===== src/rtl/rsh_pkg.sv =====
`timescale 1ns/1ps
package rsh_pkg;

  // Flag word bit positions shared by the unit, its checker and users.
  localparam int FLAG_W  = 9;
  localparam int FL_CARRY = 0;
  localparam int FL_PAR   = 1;
  localparam int FL_AUX   = 2;
  localparam int FL_ZERO  = 3;
  localparam int FL_SIGN  = 4;
  localparam int FL_TRAP  = 5;
  localparam int FL_IEN   = 6;
  localparam int FL_DIR   = 7;
  localparam int FL_OVF   = 8;

  typedef enum logic [1:0] {
    SZ_BYTE  = 2'b00,
    SZ_HALF  = 2'b01,
    SZ_WORD  = 2'b10,
    SZ_WORD2 = 2'b11
  } opsize_e;

endpackage


===== src/rtl/rsh_rst_sync.sv =====
`timescale 1ns/1ps
module rsh_rst_sync #(
  parameter int STAGES = 2
) (
  input  logic clk,
  input  logic rst_n,
  output logic rst_n_sync
);

  logic [STAGES-1:0] chain_q;

  always_ff @(posedge clk or negedge rst_n) begin
    if (!rst_n) begin
      chain_q <= '0;
    end else begin
      chain_q <= {chain_q[STAGES-2:0], 1'b1};
    end
  end

  assign rst_n_sync = chain_q[STAGES-1];

endmodule


===== src/rtl/rsh_barrel.sv =====
`timescale 1ns/1ps
// Logarithmic right shifter with zero fill. One guard bit below the
// operand catches the last bit that leaves the low end, which is the carry.
module rsh_barrel #(
  parameter int DATA_W = 32,
  parameter int SH_W   = $clog2(DATA_W)
) (
  input  logic [DATA_W-1:0] data_in,
  input  logic [SH_W-1:0]   shamt,
  output logic [DATA_W-1:0] data_out,
  output logic              last_out
);

  localparam int EXT_W = DATA_W + 1;

  logic [EXT_W-1:0] stage [0:SH_W];

  assign stage[0] = {data_in, 1'b0};

  for (genvar gi = 0; gi < SH_W; gi++) begin : g_stage
    localparam int STEP = 1 << gi;
    always_comb begin
      if (shamt[gi]) begin
        stage[gi+1] = {{STEP{1'b0}}, stage[gi][EXT_W-1:STEP]};
      end else begin
        stage[gi+1] = stage[gi];
      end
    end
  end

  assign data_out = stage[SH_W][EXT_W-1:1];
  assign last_out = stage[SH_W][0];

endmodule


===== src/rtl/rsh_flag_gen.sv =====
`timescale 1ns/1ps
// Builds the outgoing flag word from the shifted value, the size-cut
// operand and the effective count.
module rsh_flag_gen
  import rsh_pkg::*;
#(
  parameter int DATA_W = 32,
  parameter int SH_W   = $clog2(DATA_W)
) (
  input  logic [DATA_W-1:0] shifted,
  input  logic [DATA_W-1:0] src_cut,
  input  logic              shift_carry,
  input  opsize_e           size,
  input  logic [SH_W-1:0]   shamt,
  input  logic [FLAG_W-1:0] flags_in,
  output logic [FLAG_W-1:0] flags_out
);

  logic res_top;
  logic src_top;
  logic res_zero;
  logic res_par;
  logic cnt_zero;
  logic cnt_one;

  always_comb begin
    unique case (size)
      SZ_BYTE: begin
        res_top = shifted[7];
        src_top = src_cut[7];
      end
      SZ_HALF: begin
        res_top = shifted[15];
        src_top = src_cut[15];
      end
      default: begin
        res_top = shifted[DATA_W-1];
        src_top = src_cut[DATA_W-1];
      end
    endcase
  end

  // Bits above the selected size are already zero in the shifted value.
  assign res_zero = (shifted == '0);
  assign res_par  = ~(^shifted[7:0]);
  assign cnt_zero = (shamt == '0);
  assign cnt_one  = (shamt == SH_W'(1));

  always_comb begin
    flags_out = flags_in;
    if (!cnt_zero) begin
      flags_out[FL_CARRY] = shift_carry;
      flags_out[FL_PAR]   = res_par;
      flags_out[FL_AUX]   = 1'b0;
      flags_out[FL_ZERO]  = res_zero;
      flags_out[FL_SIGN]  = res_top;
      flags_out[FL_OVF]   = cnt_one ? src_top : 1'b0;
    end
  end

endmodule


===== src/rtl/rsh_exec_unit.sv =====
`timescale 1ns/1ps
module rsh_exec_unit
  import rsh_pkg::*;
#(
  parameter int DATA_W = 32,
  parameter int CNT_W  = 8
) (
  input  logic              clk,
  input  logic              rst_n,
  input  logic              in_valid,
  input  logic [31:0]       operand,
  input  logic [1:0]        size_sel,
  input  logic [7:0]        shift_cnt,
  input  logic [8:0]        flags_in,
  output logic              out_valid,
  output logic [31:0]       result,
  output logic [8:0]        flags_out
);

  localparam int SH_W = $clog2(DATA_W);
  localparam logic [DATA_W-1:0] MASK_BYTE = DATA_W'({8{1'b1}});
  localparam logic [DATA_W-1:0] MASK_HALF = DATA_W'({16{1'b1}});

  logic              rst_n_sync;
  opsize_e           size;
  logic [DATA_W-1:0] size_mask;
  logic [DATA_W-1:0] src_cut;
  logic [SH_W-1:0]   shamt;
  logic [DATA_W-1:0] shifted;
  logic              shift_carry;
  logic [FLAG_W-1:0] flags_new;

  logic              valid_q, valid_d;
  logic [DATA_W-1:0] result_q, result_d;
  logic [FLAG_W-1:0] flags_q, flags_d;

  rsh_rst_sync #(.STAGES(2)) u_rst_sync (
    .clk        (clk),
    .rst_n      (rst_n),
    .rst_n_sync (rst_n_sync)
  );

  assign size  = opsize_e'(size_sel);
  assign shamt = shift_cnt[SH_W-1:0];

  always_comb begin
    unique case (size)
      SZ_BYTE: size_mask = MASK_BYTE;
      SZ_HALF: size_mask = MASK_HALF;
      default: size_mask = '1;
    endcase
  end

  assign src_cut = operand & size_mask;

  rsh_barrel #(.DATA_W(DATA_W), .SH_W(SH_W)) u_barrel (
    .data_in  (src_cut),
    .shamt    (shamt),
    .data_out (shifted),
    .last_out (shift_carry)
  );

  rsh_flag_gen #(.DATA_W(DATA_W), .SH_W(SH_W)) u_flags (
    .shifted     (shifted),
    .src_cut     (src_cut),
    .shift_carry (shift_carry),
    .size        (size),
    .shamt       (shamt),
    .flags_in    (flags_in),
    .flags_out   (flags_new)
  );

  // Next state: capture on a request, otherwise hold.
  always_comb begin
    valid_d  = in_valid;
    result_d = result_q;
    flags_d  = flags_q;
    if (in_valid) begin
      result_d = shifted;
      flags_d  = flags_new;
    end
  end

  always_ff @(posedge clk or negedge rst_n_sync) begin
    if (!rst_n_sync) begin
      valid_q  <= 1'b0;
      result_q <= '0;
      flags_q  <= '0;
    end else begin
      valid_q  <= valid_d;
      result_q <= result_d;
      flags_q  <= flags_d;
    end
  end

  assign out_valid = valid_q;
  assign result    = result_q;
  assign flags_out = flags_q;

endmodule


===== config.mk =====
export PLATFORM = sky130hd
export DESIGN_NAME = rsh_exec_unit
export DESIGN_NICKNAME = d
export VERILOG_FILES = /design/src/rtl/rsh_pkg.sv /design/src/rtl/rsh_rst_sync.sv /design/src/rtl/rsh_barrel.sv /design/src/rtl/rsh_flag_gen.sv /design/src/rtl/rsh_exec_unit.sv
export SDC_FILE = /design/constraint.sdc
export NUM_CORES = 1
export LEC_CHECK = 0
export BUFFER_PORTS_ARGS = -buffer_cell sky130_fd_sc_hd__buf_2
export CELL_PAD_IN_SITES_DETAIL_PLACEMENT = 1
export CELL_PAD_IN_SITES_GLOBAL_PLACEMENT = 1
export CORE_UTILIZATION = 40
export CTS_BUF_LIST = sky130_fd_sc_hd__clkbuf_8
export DETAILED_ROUTE_END_ITERATION = 6
export PLACE_DENSITY = 0.82
export SLEW_MARGIN = 20
export SYNTH_ARGS = -nofsm -noshare
export SYNTH_HDL_FRONTEND = slang
export SYNTH_HIERARCHICAL = 1
export SYNTH_SLANG_ARGS = --single-unit
export TNS_END_PERCENT = 5

===== constraint.sdc =====
create_clock -name clk -period 1.6 [get_ports clk]
set_clock_uncertainty 0.15 [all_clocks]
set_input_delay 0.16 -clock clk [delete_from_list [all_inputs] [get_ports clk]]
set_output_delay 0.16 -clock clk [all_outputs]
set_load 0.05 [all_outputs]

==> flow_metrics.py <==
metrics = {
    "outcome": {
        "status": "complete, but fails checks",
        "violations": "setup timing",
    },
    "floorplan": {
        "rows": 37,
        "die_h_microns": 105,
        "dieArea_sq_um": 11100,
        "num_io_pins": 96,
        "core_sq_um": 10300,
        "die_x_microns": 105,
        "initial_utilization": 0.414,
    },
    "drt": {
        "remaining_drc_errors": 0,
        "wl_microns": 16200,
        "routedWlPerCell_microns": 22.3,
        "drt_iter0_markers": 158,
        "vias": 4164,
        "ant_nets": 0,
        "drt_first_pass_iters": 4,
        "via_per_inst": 5.73,
    },
    "logic_synthesis": {
        "yosys.area.top_type": "dfrtp_1",
        "synth_ff_type": "dfrtp_1",
        "avgSynthCellArea_sq_um": 11.4,
        "ys_seq_area_frac": 0.257,
        "yosys.area_share.simple": 0.128,
        "synthMuxAreaShare": 0.397,
        "synth_edf_count": 0,
        "yosys.area_share.xor_xnor": 0.00614,
        "ys_warn_count": 6,
        "synth_top_family_by_area": "multiplexers",
        "synth_cell_types": 61,
        "synth-seq-cells": 44,
        "synth_area_sq_um": 4280,
        "synthAdderAreaFrac": 0.0117,
        "synth-async-reset-ratio": 1.00,
        "synth_top_area_frac": 0.257,
        "synthCells": 376,
        "syn-num-nets": 434,
        "synth_compound_area_frac": 0.129,
        "ys_top_cells_by_area": "dfrtp_1 (26%), mux4_2 (16%), mux2_4 (16%)",
    },
    "sta": {
        "hold_violations": 0,
        "final-setup-viol-count": 32,
        "fin_crit_sh": 1.60,
        "layout_setup_ws_ns": -0.967,
        "rsz0062_at_grt": "true",
        "maxSlewHeadroom": 0.595,
        "drv_slew": 0,
        "max_freq_mhz": 390,
        "worst_pin_slew_ns": 0.606,
        "post-route-min-period_ns": 2.57,
    },
    "place": {
        "dp_cells": 697,
        "numPortBuffers": 92,
        "place_congestion": 0.953,
        "dpl.hpwl_microns": 11800,
    },
    "power": {
        "p_int_mw": 2.76,
        "power.density_nw_per_um2": 713,
        "switching_share": 0.395,
        "power.share.clock": 0.159,
        "p_leak_nw": 3.09,
        "p_comb_frac": 0.554,
        "power_mw": 4.57,
        "seqPwrFrac": 0.286,
        "vdd_drop_max_v": 0.000605,
        "p_sw_mw": 1.81,
    },
    "grt": {
        "grt.overflow.total": 0,
        "antenna_found_initial": 0,
        "grt_usage": 0.288,
        "grt_pass1_vias": 4514,
        "grt_first_pass_wirelength_microns": 24800,
        "grt_max_degree": 43,
    },
    "cts": {
        "cts_root_buf": "clkbuf_8",
        "cts_tree": "done",
        "clkSinkCount": 44,
        "clk_pin_slew_worst_paths_ns": 0.08,
        "clockBufferDepth": 2,
        "cts-htree-levels": 2,
        "clock_latency_ns": 0.30,
        "cts_buffers": 5,
    },
    "finish": {
        "seq_area_sq_um": 1100,
        "area_growth_pct": 49.9,
        "multi_input_area_sq_um": 3250,
        "antenna_cells": 0,
        "drive_gt1_frac": 0.692,
        "final_cells": 727,
        "fillers": 1104,
        "finalNetCount": 648,
    },
    "worst_setup_path": {
        "end_kind": "flop",
        "critical_path_class": "in2reg",
        "cp_max_fo": 13,
        "crit_path_start_kind": "primary input",
        "crit_arrival_ns": 2.61,
        "cp_data_required_time_ns": 1.64,
    },
    "flow_run": {
        "cap_viol_max_count": 0,
    },
    "worst_hold_path": {
        "hold_path.class": "in2async",
    },
}
## worst paths after layout
path                                        from                    end  slack (ns)  depth (start not counted)
setup / recovery                     size_sel[1]           flags_out[1]       -0.97                         13
hold / removal                             rst_n  u_rst_sync/chain_q[1]        0.02                          2
setup reg to reg                      result[12]             result[12]        0.66                          1
hold reg to reg            u_rst_sync/chain_q[1]             result[26]        0.18                          1
max in group asynchronous  u_rst_sync/chain_q[1]              result[4]        0.74                          1
min in group clk                     flags_in[4]           flags_out[4]        0.10                          3
## sequential cells by signal, summed over array words and instances (netlist names)
| signal | cells |
|---|---|
| flags_out | 9 |
| out_valid | 1 |
| result | 32 |
| u_rst_sync/chain_q | 2 |
## cells in the final DEF, fill, tap and decap left out, types with 7 or more instances in the layout
cell / netlist / layout
and2_4: 0 / 12
a22oi_2: 2 / 7
mux2i_1: 20 / 17
dfrtp_1: 44 / 43
buf_2: 4 / 87
nor2_1: 22 / 18
mux4_2: 31 / 31
nand2b_1: 9 / 9
buf_4: 9 / 128
nand2_1: 21 / 19
inv_1: 11 / 7
mux2_4: 45 / 53
buf_12: 5 / 7
## cell families (layout without fill, tap and decap cells)
family / Yosys count / count (layout)
mux: 107 / 107
flops: 44 / 44
buf+inv: 42 / 257
other cells: 1 / 1
simple gates: 101 / 101
fa+ha+maj: 4 / 4
compound gates: 74 / 74
xor+xnor: 3 / 3
## through the flow
step / setup WS [ns] / instance area (sq um) / hold slack, ns / TNS, ns / util
after floorplan: -1.05 / 4330 / -0.286 / -11.83 / -
after global placement: -1.47 / 5670 / -0.205 / -28.06 / 0.549
after detailed placement: -1.62 / 5670 / -0.198 / -30.95 / 0.549
after CTS: -0.955 / 6190 / 0.00844 / -11.86 / 0.600
after global routing: -1.06 / 6410 / 0.0243 / -14.04 / 0.621
final: -0.967 / 6410 / 0.0223 / -12.59 / 0.621
## synth_stat cells, types with 3 or more instances
master and count:
a211oi_1 8, and2_1 16, o211ai_1 6, a21oi_1 6, inv_1 11, mux2i_1 20
mux2_4 45, mux4_2 31, buf_2 4, o21ai_1 7, nand2b_1 9, buf_6 3
buf_4 9, nand2_1 21, nor2_1 22, clkbuf_1 7, o21ai_0 5, nor4_1 6
mux2_2 10, a22oi_1 7, o21a_1 9, dfrtp_1 44, ha_1 4, o22ai_1 7
and3_1 5, nand3_1 6, buf_12 5
## metal layers
layer | routed length, microns | part of all wire | GRT usage | vias up
met4 | 679 | 0.042 | 0.112 | 0
met1 | 6430 | 0.40 | 0.355 | 2098
li1 | - | - | - | 1864
met5 | 0 | 0 | 0 | -
met3 | 544 | 0.034 | 0.0254 | 52
met2 | 8580 | 0.53 | 0.519 | 150
## worst max-delay path, cell delays in order
cell	delay, ns
buf_16	0.12
and2_4	0.15
buf_6	0.12
mux4_2	0.49
o22a_1	0.26
a32oi_1	0.21
nand2_1	0.12
inv_2	0.08
ha_4	0.22
xor2_4	0.19
xnor2_2	0.12
o21ai_1	0.09
mux2_4	0.26
## power groups by stage
stage               clock, mW  combinational [mW]  sequential [mW]
floorplan                   0               0.957             1.76
global placement            0                2.06             1.32
detailed placement          0                2.14             1.33
CTS                     0.754                2.35             1.31
global route            0.784                2.66             1.32
finish                  0.729                2.53             1.31
## cell type report
cell class | instances | area share
Clock buffer | 6 | 0.0129
Clock inverter | 2 | 0.00156
Inverter | 13 | 0.00761
Multi-Input combinational cell | 290 | 0.506
Sequential cell | 44 | 0.172
Tap cell | 136 | 0.0265
Timing Repair Buffer | 236 | 0.273
## timing repair
item	in CTS	in global routing
endpoints found under the setup margin	36	35
cloned	1	2
hold buffers	4	0
pin swaps	11	18
buffers inserted	11	4
hold endpoints to repair	5	0
resized for setup	58	33
No activity file was read; power rests on OpenSTA's default activity.
